<file path="config.mk">
export PLATFORM = sky130hd
export DESIGN_NAME = irq_unit
export DESIGN_NICKNAME = d
export VERILOG_FILES = /design/src/rtl/irq_unit_pkg.sv /design/src/rtl/irq_latch_bank.sv /design/src/rtl/irq_mask_reg.sv /design/src/rtl/irq_bus_port.sv /design/src/rtl/irq_unit.sv
export SDC_FILE = /design/constraint.sdc
export NUM_CORES = 1
export LEC_CHECK = 0
export ABC_AREA = 1
export BUFFER_PORTS_ARGS = -buffer_cell sky130_fd_sc_hd__buf_2
export CAP_MARGIN = 20
export CORE_MARGIN = 2
export CORE_UTILIZATION = 37
export DETAILED_ROUTE_END_ITERATION = 7
export PLACE_DENSITY_LB_ADDON = 0.25
export SETUP_SLACK_MARGIN = 0.1
export SYNTH_ARGS = -nofsm -noshare
export SYNTH_HDL_FRONTEND = slang
export SYNTH_SLANG_ARGS = --single-unit
</file>
<file path="constraint.sdc">
create_clock -name clk -period 0.8 [get_ports clk]
set_input_delay 0.04 -clock clk [delete_from_list [all_inputs] [get_ports clk]]
set_output_delay 0.04 -clock clk [all_outputs]
set_load 0.02 [all_outputs]
</file>
<file path="src/rtl/irq_unit_pkg.sv">
package irq_unit_pkg;
    localparam int IRQ_W = 8;

    localparam int BIT_RX_PEND  = 0;
    localparam int BIT_TX_DONE  = 1;
    localparam int BIT_TX_EMPTY = 2;
    localparam int BIT_ALLOC    = 3;
    localparam int BIT_OVRUN    = 4;
    localparam int BIT_PHY      = 5;
    localparam int BIT_EARLY    = 6;
    localparam int BIT_TX_IDLE  = 7;

    // positions that latch an event and accept acknowledge
    localparam logic [IRQ_W-1:0] LATCHED_BITS =
        (IRQ_W'(1) << BIT_TX_DONE) | (IRQ_W'(1) << BIT_TX_EMPTY) |
        (IRQ_W'(1) << BIT_OVRUN)   | (IRQ_W'(1) << BIT_EARLY);
endpackage

</file>
<file path="src/rtl/irq_latch_bank.sv">
module irq_latch_bank #(
    parameter int                    W        = 8,
    parameter logic [W-1:0]          CLR_MASK = '1
) (
    input  logic         clk,
    input  logic         rst_n,
    input  logic [W-1:0] set_i,
    input  logic [W-1:0] clr_i,
    output logic [W-1:0] flags_o
);
    typedef struct packed {
        logic [W-1:0] flags;
    } latch_st_t;

    latch_st_t    st_d, st_q;
    logic [W-1:0] nxt;

    for (genvar i = 0; i < W; i++) begin : g_bit
        if (CLR_MASK[i]) begin : g_latched
            // a new event outranks a same-cycle clear
            assign nxt[i] = set_i[i] | (st_q.flags[i] & ~clr_i[i]);
        end else begin : g_live
            assign nxt[i] = 1'b0;
        end
    end

    always_comb begin
        st_d       = st_q;
        st_d.flags = nxt;
    end

    always_ff @(posedge clk) begin
        if (!rst_n) st_q <= '0;
        else        st_q <= st_d;
    end

    assign flags_o = st_q.flags;
endmodule

</file>
<file path="src/rtl/irq_mask_reg.sv">
module irq_mask_reg #(
    parameter int W = 8
) (
    input  logic         clk,
    input  logic         rst_n,
    input  logic         we_i,
    input  logic [W-1:0] wdata_i,
    output logic [W-1:0] mask_o
);
    typedef struct packed {
        logic [W-1:0] mask;
    } mask_st_t;

    mask_st_t st_d, st_q;

    always_comb begin
        st_d = st_q;
        if (we_i) st_d.mask = wdata_i;
    end

    always_ff @(posedge clk) begin
        if (!rst_n) st_q <= '0;
        else        st_q <= st_d;
    end

    assign mask_o = st_q.mask;
endmodule

</file>
<file path="src/rtl/irq_bus_port.sv">
module irq_bus_port #(
    parameter int          W        = 8,
    parameter int          ADDR_W   = 4,
    parameter int unsigned WORD_OFS = 12
) (
    input  logic [ADDR_W-1:0] addr_i,
    input  logic              wr_i,
    input  logic [1:0]        be_i,
    input  logic [2*W-1:0]    wdata_i,
    input  logic [W-1:0]      status_i,
    input  logic [W-1:0]      mask_i,
    output logic [W-1:0]      ack_o,
    output logic              mask_we_o,
    output logic [W-1:0]      mask_wdata_o,
    output logic [2*W-1:0]    rdata_o
);
    localparam logic [ADDR_W-2:0] WORD_IDX = WORD_OFS[ADDR_W-1:1];

    logic hit;

    always_comb begin
        hit          = (addr_i[ADDR_W-1:1] == WORD_IDX);
        ack_o        = (hit && wr_i && be_i[0]) ? wdata_i[W-1:0] : '0;
        mask_we_o    = hit && wr_i && be_i[1];
        mask_wdata_o = wdata_i[2*W-1:W];
        rdata_o      = hit ? {mask_i, status_i} : '0;
    end
endmodule

</file>
<file path="src/rtl/irq_unit.sv">
module irq_unit #(
    parameter int          ADDR_W   = 4,
    parameter int unsigned WORD_OFS = 12
) (
    input  logic        clk,
    input  logic        rst_n,
    input  logic [3:0]  bus_addr,
    input  logic        bus_wr,
    input  logic [1:0]  bus_be,
    input  logic [15:0] bus_wdata,
    output logic [15:0] bus_rdata,
    input  logic        evt_tx_done,
    input  logic        evt_tx_empty,
    input  logic        evt_rx_ovrun,
    input  logic        evt_early_rx,
    input  logic        lvl_rx_pend,
    input  logic        lvl_alloc_ok,
    input  logic        lvl_phy_evt,
    input  logic        tx_active,
    output logic        irq
);
    import irq_unit_pkg::*;

    logic [IRQ_W-1:0] set_w, live_w, latched_w, status_w, mask_q, ack_w, mask_wd;
    logic             mask_we;

    always_comb begin
        set_w               = '0;
        set_w[BIT_TX_DONE]  = evt_tx_done;
        set_w[BIT_TX_EMPTY] = evt_tx_empty;
        set_w[BIT_OVRUN]    = evt_rx_ovrun;
        set_w[BIT_EARLY]    = evt_early_rx;

        live_w              = '0;
        live_w[BIT_RX_PEND] = lvl_rx_pend;
        live_w[BIT_ALLOC]   = lvl_alloc_ok;
        live_w[BIT_PHY]     = lvl_phy_evt;
        live_w[BIT_TX_IDLE] = ~tx_active;
    end

    irq_latch_bank #(.W(IRQ_W), .CLR_MASK(LATCHED_BITS)) u_latch (
        .clk(clk), .rst_n(rst_n), .set_i(set_w), .clr_i(ack_w), .flags_o(latched_w)
    );

    irq_mask_reg #(.W(IRQ_W)) u_mask (
        .clk(clk), .rst_n(rst_n), .we_i(mask_we), .wdata_i(mask_wd), .mask_o(mask_q)
    );

    irq_bus_port #(.W(IRQ_W), .ADDR_W(ADDR_W), .WORD_OFS(WORD_OFS)) u_bus (
        .addr_i(bus_addr), .wr_i(bus_wr), .be_i(bus_be), .wdata_i(bus_wdata),
        .status_i(status_w), .mask_i(mask_q), .ack_o(ack_w),
        .mask_we_o(mask_we), .mask_wdata_o(mask_wd), .rdata_o(bus_rdata)
    );

    assign status_w = (latched_w & LATCHED_BITS) | (live_w & ~LATCHED_BITS);
    assign irq      = |(status_w & mask_q);
endmodule

</file>
# --- Yosys cells after proc, flatten, opt, wreduce, memory -nomap -nowiden ---
# Cells that the tools add are included.
totals:
  ff_bits: 12
  latch_bits: 0
  ramBits: 0
  rom_bits: 0
  output_inout_bits: 17
  elab_cells: 24
  memories: 0
classes:
  add_sub_neg: 0
  mul: 0
  div_mod_pow: 0
  n_lt_le_gt_ge: 0
  eq_ne: 1
  n_shift: 0
  mux: 2
  n_bitwise: 15
  n_reduce_logical: 4
ops:
  columns: ["op", "count"]
  rows:
  - ["16-bit two-way mux", 1]
  - ["8-bit AND", 1]
  - ["7-bit by 8-bit bitwise OR with 8-bit output", 1]
  - ["8-bit OR reduction", 1]
  - ["7-bit two-way mux", 1]
  - ["1-bit inverter", 5]
  - ["1-bit AND", 4]
  - ["1-bit bitwise OR", 4]
  - ["3-bit == test, second input constant", 1]
  - ["1-bit logical AND", 3]

# --- Logic depth before layout (Yosys ltp) ---
# Gate-level depths: netlist (run 1).
logic_depth:
  depth_word: 7
  mapped_depth: 6

# --- Cells and area by module ---
# From an unflattened synthesis (run 1), not the netlist that was laid out.
hier_totals:
  cells_unflattened: 156
  area_unflattened_um2: 920.9
modules_own_cells:
  columns: ["module", "n_inst", "cells_each", "area_per_inst_um2", "seq_area_each_um2"]
  rows:
  - ["irq_mask_reg", 1, 51, 356.6, 160.2]
  - ["irq_bus_port", 1, 62, 312.8, 0.0]
  - ["irq_latch_bank", 1, 26, 182.7, 80.1]
  - ["irq_unit", 1, 17, 68.8, 0.0]

# --- Worst setup path before layout (run 1) ---
# Ideal clock, no wire load.
synth_path:
  kind: "input to output"
  start: "in bus_addr[2]"
  end: "out bus_rdata[10]"
  arrival_ps: 780
  required_time_ps: 760
  setup_slack_ps: -20
  cell_stages: 5
  path_buffers: 1
  cell_sequence: "nand2_2 nor2_4 inv_2 buf_2 nor2_1"
synth_via:
  elab_chain_len: 2
synth_lines:
  columns: ["item", "line_no", "text"]
  rows:
  - ["start: declaration", "irq_unit.sv:7", "input logic [3:0] bus_addr,"]
  - ["3-bit == test", "irq_bus_port.sv:22", "hit = (addr_i[ADDR_W-1:1] == WORD_IDX);"]
  - ["16-bit two-way mux", "irq_bus_port.sv:26", "rdata_o = hit ? {mask_i, status_i} : '0;"]
  - ["end: declaration", "irq_unit.sv:11", "output logic [15:0] bus_rdata,"]
# No other way between the ends.

# --- Final worst setup path (run 1) ---
layout_path:
  start: "reg u_latch.st_q (netlist bit u_latch.flags_o[2])"
  end: "out irq"
layout_via:
  elab_chain_len: 3
layout_lines:
  columns: ["item", "line_no", "text"]
  rows:
  - ["start: declaration", "irq_latch_bank.sv:15", "latch_st_t st_d, st_q;"]
  - ["start signal: assignment", "irq_latch_bank.sv:34", "else st_q <= st_d;"]
  - ["7-bit by 8-bit bitwise OR with 8-bit output", "irq_unit.sv:55", "assign status_w = (latched_w & LATCHED_BITS) | (live_w & ~LATCHED_BITS);"]
  - ["8-bit AND", "irq_unit.sv:56", "assign irq = |(status_w & mask_q);"]
  - ["8-bit OR reduction", "irq_unit.sv:56", null]
  - ["end: declaration", "irq_unit.sv:20", "output logic irq"]
# No other way between the ends.

==> out/results.txt, run 1 <==
The start point of the worst hold path is evt_early_rx. TritonCTS built the clock tree. The Yosys step of the flow raised 0 warnings. The largest total area in the synthesized netlist belongs to dfxtp_1. Setup violations remaining at the end of the flow were counted as 14. In this run the critical register-to-register path is launched from u_latch.flags_o[6]. For the CTS sink count, the log shows 12. In this run the deepest clock path goes through 2 buffers. For this block, the initial DRC count from the detailed router was 23. The tool flagged a number of max-cap violations equal to 0. The fraction of synthesized cell area taken by the top area cell type came out at 38.25%. Port buffering added 44 buffers. From bottom edge to top edge, the die measures 45.20 µm. The flow ran to the end, but the final reports show violations. The worst setup path is launched from a flip-flop. The worst clock skew on the final layout was 0 ns; the max-slew violation total from the final report was 0. The worst setup path is captured at a primary output. The top cell types in the final layout, fill and taps aside, are buf_6, buf_2, nor2_4. The routed layout has 983 vias.

For the endpoint arrival time on the critical path, the log shows 1.19 ns. Measured slew at the worst slew-check pin: 0.3011 ns. Setup repair after global routing could not meet its margin everywhere.

For this run, the total global-route usage over all layers was measured as 27.36%. The synthesized design contains 12 register bits. Cells fill 96.02% of the core in the end.

Summed over all layers, the global routing overflow is 0. The initial utilization of the core area, before any placement, comes to 40.75%. For this design the ratio of total power to cell area is 1025 nW/µm². In the final design database the tool counted 199 nets. Number of distinct library cell variants in the gate-level netlist after synthesis: 16. The H-tree depth was 1; the fraction of final layout cells sized beyond drive strength 1 was 81.10%. The area of the core is 1541 µm², and the site row count is 14. The layout-stage area growth over the synthesis result was 135.7%; the die area was 2043 µm².

Clock tree synthesis inserted a total of 3 buffers. The run gives 0.28 ns as the clock network latency to the later pin of the worst-skew pair. The run gives 79.90% as the worst slew margin relative to its limit.

The peak supply drop was 0.001212 V. By startpoint and endpoint, the worst setup path is classified as reg -> out. The critical path required time was 0.76 ns. The logs give 0 for the number of hold-slack violations in the final timing report and 10 for the largest net degree at the start of global routing.

The maximum net fanout on the critical path was 2; the top-level I/O count was 50. Timing would allow up to 0.8126 GHz. The first-pass GRT wire length is 3870 µm, and the sequential element share of the synthesized area is 38.25%. The detailed-routing iteration count for the pre-antenna-repair pass was 4. Dividing the detail-routed via count by the number of cells gives 5.461.

The die width came out at 45.20 µm. Root buffer cell: clkbuf_4. Leading cell type in the layout, fill and taps excluded: buf_6. The number of nets with antenna violations after routing is 0, and the post-synth net total is 131. After detailed routing, the number of remaining DRC violations is 0.

The tools report the cell count after synthesis as 98. After legalization and detailed placement, the total HPWL measured 1429 µm. The setup slack after layout came out at -0.4306 ns. The final weighted congestion of routability-driven global placement was 0.7241. Per-instance average area after synthesis: 6.409 µm². The overall power after layout came out at 1.517 mW. The number of antenna violations at the first check in global routing is 0. The number of global-route vias before repair was 897; the final antenna diode count was 0.

The path class of the lowest-slack min-delay path was in -> reg. By area the synthesized netlist is led by dfxtp_1, nor2_1, inv_1. The run gives 628.1 µm² as the netlist area before placement. In the final routed layout, each cell accounts on average for 20.03 µm.

The share of the cycle needed by the critical path after routing works out to 153.8%. After detailed routing, the total wire length is 3605 µm. The final reports fail on setup timing.

The start point of the critical path is u_latch.flags_o[2]. The run gives 0.6524 nW as the leakage power. Counting I/O delays and the setup requirement, the final critical path takes 1.231 ns.

The clock-pin transition on the worst setup and hold timing paths works out to 0.08 ns.
[critical path, cell delays in order (launching register included)]
cell and delay [ns]:
dfxtp_2 0.34, inv_2 0.07, o22ai_1 0.09, a21oi_2 0.16
nand2_2 0.10, buf_6 0.14
[final timing paths]
kind,endpoint,cells past startpoint,slack (ns)
max reg2reg,u_latch.flags_o[6],4,0.01
max,irq,5,-0.43
min,u_latch.flags_o[6],3,0.01
min reg2reg,u_mask.mask_o[7],2,0.49
[report_power, final]
group	leakage, nW	total (mW)	switching [mW]	internal [mW]
combinational	0.536	0.474	0.253	0.221
sequential	0.103	0.648	0.0232	0.625
clock	0.0138	0.396	0.221	0.175
total	0.652	1.52	0.497	1.02
[flip-flops by register name, summed over array words and instances (netlist names)]
register         flops
u_mask.mask_o        8
u_latch.flags_o      4
[cells by family (layout without fill, tap and decap cells)]
kind of cell	count (synthesis)	in the layout	share of synthesized area, %
flops	12	12	38.25
buf+inv	23	88	14.74
simple gates	47	48	33.47
compound gates	16	16	13.55
[metrics by stage]
stage                     worst slack (ns)  setup TNS, ns  hold slack, ns  cell area (µm²)  instances
after floorplan                    0.06809              0          0.1124            711.9         98
after global placement             -0.1355         -2.192          0.2748             1046        171
after detailed placement           -0.1683         -2.895          0.2904             1046        171
after CTS                          -0.3218         -2.473       0.0001217             1308        178
after global routing               -0.4349         -3.488         0.02896             1480        180
final                              -0.4306         -3.118         0.01182             1480        180
[layout make-up]
class	count	area, µm²
Timing Repair Buffer	62	549.3
Timing Repair inverter	1	20.02
Clock buffer	3	22.52
Inverter	22	105.1
Tap cell	16	20.02
Sequential cell	12	255.2
Multi-Input combinational cell	64	508.0
Fill cell	37	61.31
[routing by layer]
| layer | up-vias | GRT usage (%) | wire length (µm) |
|---|---|---|---|
| met1 | 462 | 28.64 | 1329 |
| met2 | 64 | 48.00 | 1846 |
| met5 | - | 0 | 0 |
| met4 | 0 | 19.41 | 226 |
| li1 | 435 | - | - |
| met3 | 22 | 5.600 | 202 |
[cell usage after synthesis, drive strengths merged]
cell type / number
dfxtp: 12
buf: 1
nor2: 34
nand4: 4
nand3: 1
o21ai: 8
clkinv: 1
o22ai: 2
nand2: 8
a21oi: 5
inv: 21
o211ai: 1
[timing repair]
item	4_1_cts	5_1_grt
pin swaps	16	22
resized for setup	79	44
cloned	1	1
buffers inserted	1	2
setup endpoints to repair	18	29
hold endpoints to repair	2	0
hold buffers	2	0
No activity file was read; power rests on OpenSTA's default activity.
==> inputs of run 2 (changes only) <==
CORE_UTILIZATION = 34   (was 37)
clock period = 1.02 ns   (was 0.8 ns; I/O delays follow)
==> run 2 against run 1 <==
The flow still finishes with violations (setup timing); via count decreased by 23%; first-iteration DRC count decreased by 70%; sequential power decreased by 22%; clock-buffer cell count unchanged; sequential cell count unchanged; register-to-register slack improved by 0.18 ns; total power decreased by 34%; clock skew unchanged; critical path depth unchanged; largest power group unchanged; wire length decreased by 51%; sequential share of layout area increased by 6.7 points; highest routed layer unchanged; worst hold slack got worse by 0.0088 ns.
==> out/results.txt, run 2 (synthesized netlist as in run 1, its figures left out) <==
The checks that failed: setup timing. The total CTS buffers is 3. The die area is 2207 µm². Leaving out fill and tap cells, the most frequent cell in the layout is buf_2. After clock tree synthesis, the clock-pin slew on the worst setup and hold paths is 0.07 ns. For this run, the top clock speed supported by timing is 0.8887 GHz. The count of nets left with antenna violations once routing finished came out at 0. For the total overflow reported by the global router, the log shows 0. Leaving out fill and tap cells, the most frequent cells in the layout are buf_2, nor2_1, inv_2, dfxtp_2, buf_6. First-pass GRT wire length: 2628 µm. The die width is 46.98 µm. Pin placement for this block handled 50 I/O pins.

The DRC violation count after routing is 0. At the pin with the least slew margin, the transition time is 0.2060 ns. The setup slack after layout is -0.1053 ns, and the flip-flop count of the largest register after layout is 8.

The CTS sink count is 12, and the layout filler cell count is 183. Entering global routing, the biggest net connects 17 pins. TritonCTS built the clock tree. The logs give 1760 µm for the wire length reported by the detailed router and 2 for the detailed-routing iteration count for the pre-antenna-repair pass.

Once placement completed, the tool counted placed cells totaling 166. The final weighted congestion of routability-driven global placement is 0.7016, and the count of buffers from port buffering is 44. The via count came out at 760. The site row count is 15, and the initial cell density of the core is 36.38%. The run gives 0.27 ns as the clock network latency to the later pin of the worst-skew pair. The worst register-to-register path begins at u_mask.mask_o[5]. The worst clock skew on the final layout is 0 ns.

The critical path is of the reg -> out type. The logs give 185 for the final net count and 0 for the number of antenna violations at the first check in global routing. The logs give 7 for the number of DRC violations after detailed-routing iteration 0 and 2 for the largest buffer count on any clock path.

Subtracting the final worst setup slack from the clock period gives 1.125 ns. Of all nets on the critical path, the largest fanout is 2. Tracing the worst setup path back leads to its startpoint at u_latch.flags_o[6].

Average via count per standard cell: 4.343. The logs give 0 for the max-slew violation total from the final report and 61.74% for the post-layout utilization of the core. The number of maximum-capacitance constraint violations was 0; the total of endpoints with negative setup slack in the final report was 1.

The nature of the critical path startpoint was a flip-flop. The number of global-route vias before repair is 666. Share of the cycle needed by the critical path after routing: 110.3%. The tools report the start point of the worst hold path as evt_rx_ovrun. The leakage power is 0.5090 nW, and the die height is 46.98 µm. For the final antenna diode count, the log shows 0.

The peak supply drop was 0.0007210 V; the area of the core was 1727 µm². The wire-length estimate of the detail-placed layout is 1256 µm. The average routed wire per standard cell came out at 10.06 µm. The critical path required time came out at 0.97 ns.

Setup repair after global routing could not meet its margin everywhere. The flow ran to the end, but the final reports show violations. The design draws 0.9991 mW.

For the H-tree depth, the log shows 1. Compared with the post-synthesis result, the final layout area differs by 69.72%. The root buffer cell was clkbuf_4. The number of hold-slack violations in the final timing report was 0; the total global-route track usage was 17.23%.

The endpoint arrival time on the critical path is 1.07 ns, and the fraction of final layout cells sized beyond drive strength 1 is 59.33%. The power density over the cells was 937.3 nW/µm². The tightest min-delay check is of the in -> reg type. STA classifies the critical path endpoint as a primary output. The logs give 86.24% for the worst slew margin relative to its limit and 175 for the final cell count without fillers.
==> run 2: final timing paths <==
path / to / slack [ns] / cells after the start
min reg2reg: u_latch.flags_o[2] / 0.47 / 2
max reg2reg: u_mask.mask_o[5] / 0.19 / 4
min: u_latch.flags_o[4] / 0.003 / 3
max: irq / -0.11 / 5
==> run 2: timing repair <==
action | in CTS | in global routing
pin swaps | 13 | 5
hold buffers | 0 | 1
setup buffers | 2 | 3
resized for setup | 40 | 19
endpoints found under the setup margin | 13 | 14
hold endpoints to repair | 0 | 1
==> run 2: stage by stage <==
stage | setup TNS [ns] | setup slack [ns] | area, µm² | hold slack (ns)
floorplan | 0 | 0.1782 | 628.1 | 0.1818
global placement | 0 | 0.1473 | 874.6 | 0.2938
detailed placement | 0 | 0.1385 | 874.6 | 0.2991
CTS | -0.09877 | -0.09877 | 980.9 | 0.002065
global route | -0.2360 | -0.1741 | 1066 | 0.01195
finish | -0.1053 | -0.1053 | 1066 | 0.002973
==> run 2: per-layer routing <==
| metal | routed length [µm] | vias to the layer above | track usage (%) |
|---|---|---|---|
| met2 | 919 | 19 | 29.04 |
| met3 | 80 | 4 | 3.462 |
| met4 | 36 | 0 | 10.56 |
| met5 | 0 | - | 0 |
| met1 | 723 | 331 | 19.95 |
| li1 | - | 406 | - |
==> run 2: layout make-up <==
| type | count | area, µm² | area share (%) |
|---|---|---|---|
| Sequential cell | 12 | 255.2 | 23.94 |
| Multi-Input combinational cell | 63 | 329.1 | 30.87 |
| Tap cell | 25 | 31.28 | 2.934 |
| Inverter | 22 | 90.09 | 8.451 |
| Clock buffer | 3 | 22.52 | 2.113 |
| Timing Repair Buffer | 50 | 337.8 | 31.69 |
==> run 2: worst max-delay path: stages, from the launching register on <==
cell and delay (ns):
dfxtp_2 0.33, nand2_1 0.06, o211ai_1 0.09, nor2_1 0.12, nand2_1 0.08, buf_6 0.13
==> run 2: where the power goes <==
part	total [mW]	internal (mW)	switching (mW)	leakage [nW]
Combinational	0.200	0.0951	0.105	0.392
Clock	0.296	0.137	0.159	0.0138
Sequential	0.503	0.490	0.0131	0.103
Total	0.999	0.722	0.277	0.509
==> inputs of run 3 (changes only) <==
--- a/config.mk
+++ b/config.mk
@@ -9,3 +9,3 @@
 export BUFFER_PORTS_ARGS = -buffer_cell sky130_fd_sc_hd__buf_2
-export CAP_MARGIN = 20
+export CAP_MARGIN = 10
 export CORE_MARGIN = 2
==> constraint.sdc (replaced) <==
create_clock -name clk -period 1.02 [get_ports clk]
set_input_delay 0.102 -clock clk [delete_from_list [all_inputs] [get_ports clk]]
set_output_delay 0.102 -clock clk [all_outputs]
set_load 0.02 [all_outputs]
==> run 3 against run 2 <==
The flow still finishes with violations (setup timing); utilization fell by 0.58 points; global-route usage shrank 2.8 points; non-clock buffer count shrank 2; worst hold slack improved by 0.061 ns; sequential cell count unchanged; sequential power about the same; sequential share of layout area rose by 0.23 points; cell count decreased by 0.57%; first-iteration DRC count is 29% lower; final area shrank 0.94%; wire length decreased by 10%; via count down 3.6%; largest power group unchanged.
==> out/results.txt, run 3 (synthesized netlist as in run 1, its figures left out) <==
For the detailed-routing iteration count for the pre-antenna-repair pass, the log shows 3. In the layout the commonest cells are nor2_1, buf_2, buf_4. The run gives 0 as the max-slew violation total from the final report. In this run the power density over the cells is 1003 nW/µm².

The flip-flop count of the largest register after layout is 8. The number of buffers inserted for hold repair after clock tree synthesis was 0. The average via count per standard cell works out to 4.213.

The path class of the tightest hold or removal check is in -> reg. Along the worst path, the maximum fanout reaches 2. The placed instance count is 166. Across all layers, the routed design uses 733 vias. The root buffer cell was clkbuf_4. Setup violations remaining at the end of the flow were counted as 3. The average routed wire per standard cell was 9.057 µm; the fraction of final layout cells sized beyond drive strength 1 was 58.39%. At the later pin of the worst-skew pair, clock insertion delay measures 0.26 ns.

The tools report the total global-route track usage as 14.48%. Number of hold-slack violations in the final timing report: 0. Fill cells in the final layout number 176. TritonCTS built the clock tree. The floorplan step defined a core boundary enclosing 1727 µm².

The number of antenna violations at the first check in global routing was 0; the CTS sink count was 12. The tools report the total overflow reported by the global router as 0. The first global-routing pass estimated 2290 µm of wire. For the largest net degree at the start of global routing, the log shows 17. From bottom edge to top edge, the die measures 46.98 µm. The category of the most critical setup path is reg -> out. Dividing the final minimum period by the clock period gives 114.4%. The number of global-route vias before repair was 604; the overall power after layout was 1.059 mW. The final weighted congestion of routability-driven global placement is 0.7043, and the layout-stage area growth over the synthesis result is 68.13%.

Summing all non-filler instances in the final layout gives an area of 1056 µm². At the pin with the least slew margin, the transition time is 0.1973 ns. The checks that failed: setup timing.

The run gives 183 as the final net count. The tools report the setup slack after layout as -0.1474 ns. The logs give 50 for the top-level I/O count and 5 for the number of DRC violations after detailed-routing iteration 0. The tools report the total CTS buffers as 3. The nature of the critical path startpoint is a flip-flop. The worst setup path is captured at a primary output.

The leakage power came out at 0.5055 nW. The flow ran to the end, but the final reports show violations. The floorplan has 15 rows. The DRC violation count after routing was 0. The initial utilization of the core area, before any placement, comes to 36.38%. The H-tree depth was 1.

The tools report the post-layout utilization of the core as 61.16%. Once detail routing completed, the nets flagged for antenna violations numbered 0. At the worst endpoint, the arrival time is 1.07 ns. The die area is 2207 µm², and the peak supply drop is 0.0007702 V. The clock-pin transition on the worst setup and hold timing paths is 0.07 ns, and the highest attainable clock frequency is 0.8566 GHz.

The worst pin sits at a relative slew slack of 86.82%. The worst path in the final design needs a cycle of 1.167 ns, including I/O delays and setup. On the final layout, the worst clock skew is 0 ns.

From left edge to right edge, the die measures 46.98 µm. The run gives 174 as the final cell count without fillers. Area taken by flip-flops and latches: 255.2 µm². Summed over all nets, the half-perimeter wirelength after detailed placement is 1234 µm. For the largest buffer count on any clock path, the log shows 2. In the final timing run, aggregate negative setup slack is -0.1728 ns. STA puts the critical path data required time at 0.92 ns.

The count of buffers from port buffering works out to 44. In the final layout, the multi-input gates occupy 321.6 µm². Setup repair after global routing could not meet its margin everywhere. The wire length reported by the detailed router was 1576 µm; the standard cell area after detailed placement was 874.6 µm². Final antenna diode count: 0.

The number of maximum-capacitance constraint violations came out at 0.
run 3: metal layers:
| layer | track usage (%) | vias up | routed length (µm) |
|---|---|---|---|
| met1 | 18.31 | 309 | 720 |
| met3 | 2.308 | 2 | 71 |
| met5 | 0 | - | 0 |
| met4 | 6.667 | 0 | 12 |
| li1 | - | 405 | - |
| met2 | 24.11 | 17 | 770 |
run 3: worst max-delay path, stage by stage (launching register included):
cell     delay [ns]
dfxtp_2        0.33
inv_2          0.07
o22ai_1        0.08
a21oi_1        0.11
nand2_1        0.08
buf_6          0.13
run 3: final timing paths:
path                            from                 end  slack (ns)  cells past startpoint
setup / recovery    u_mask.mask_o[3]                 irq       -0.15                      5
hold / removal          evt_rx_ovrun  u_latch.flags_o[4]        0.06                      3
setup reg to reg    u_mask.mask_o[6]    u_mask.mask_o[6]        0.23                      4
hold reg to reg   u_latch.flags_o[2]  u_latch.flags_o[2]        0.47                      2
run 3: timing repair:
action,CTS,global route
pin swaps,12,5
gates resized for setup,37,20
setup endpoints to repair,17,17
setup buffers,0,4
run 3: area by class of cell:
cell class,instances,share of cell area [%]
inverters,22,8.768
flip-flops and latches,12,24.17
multi-input cells,63,30.45
well taps,25,2.962
clock buffers,4,3.436
repair buffers,48,30.21
run 3: report_power, final:
group,internal [mW],leakage [nW],switching [mW],total [mW]
Sequential,0.490,0.103,0.0118,0.502
Clock,0.217,0.0210,0.149,0.365
Combinational,0.0906,0.382,0.101,0.192
Total,0.797,0.505,0.262,1.06
run 3: per-stage QoR:
step	worst slack [ns]	hold slack (ns)
after global routing	-0.2141	0.06107
after detailed placement	0.07503	0.3498
after floorplan	0.07618	0.2360
after CTS	-0.1500	0.05753
final	-0.1474	0.06394
after global placement	0.06392	0.3450
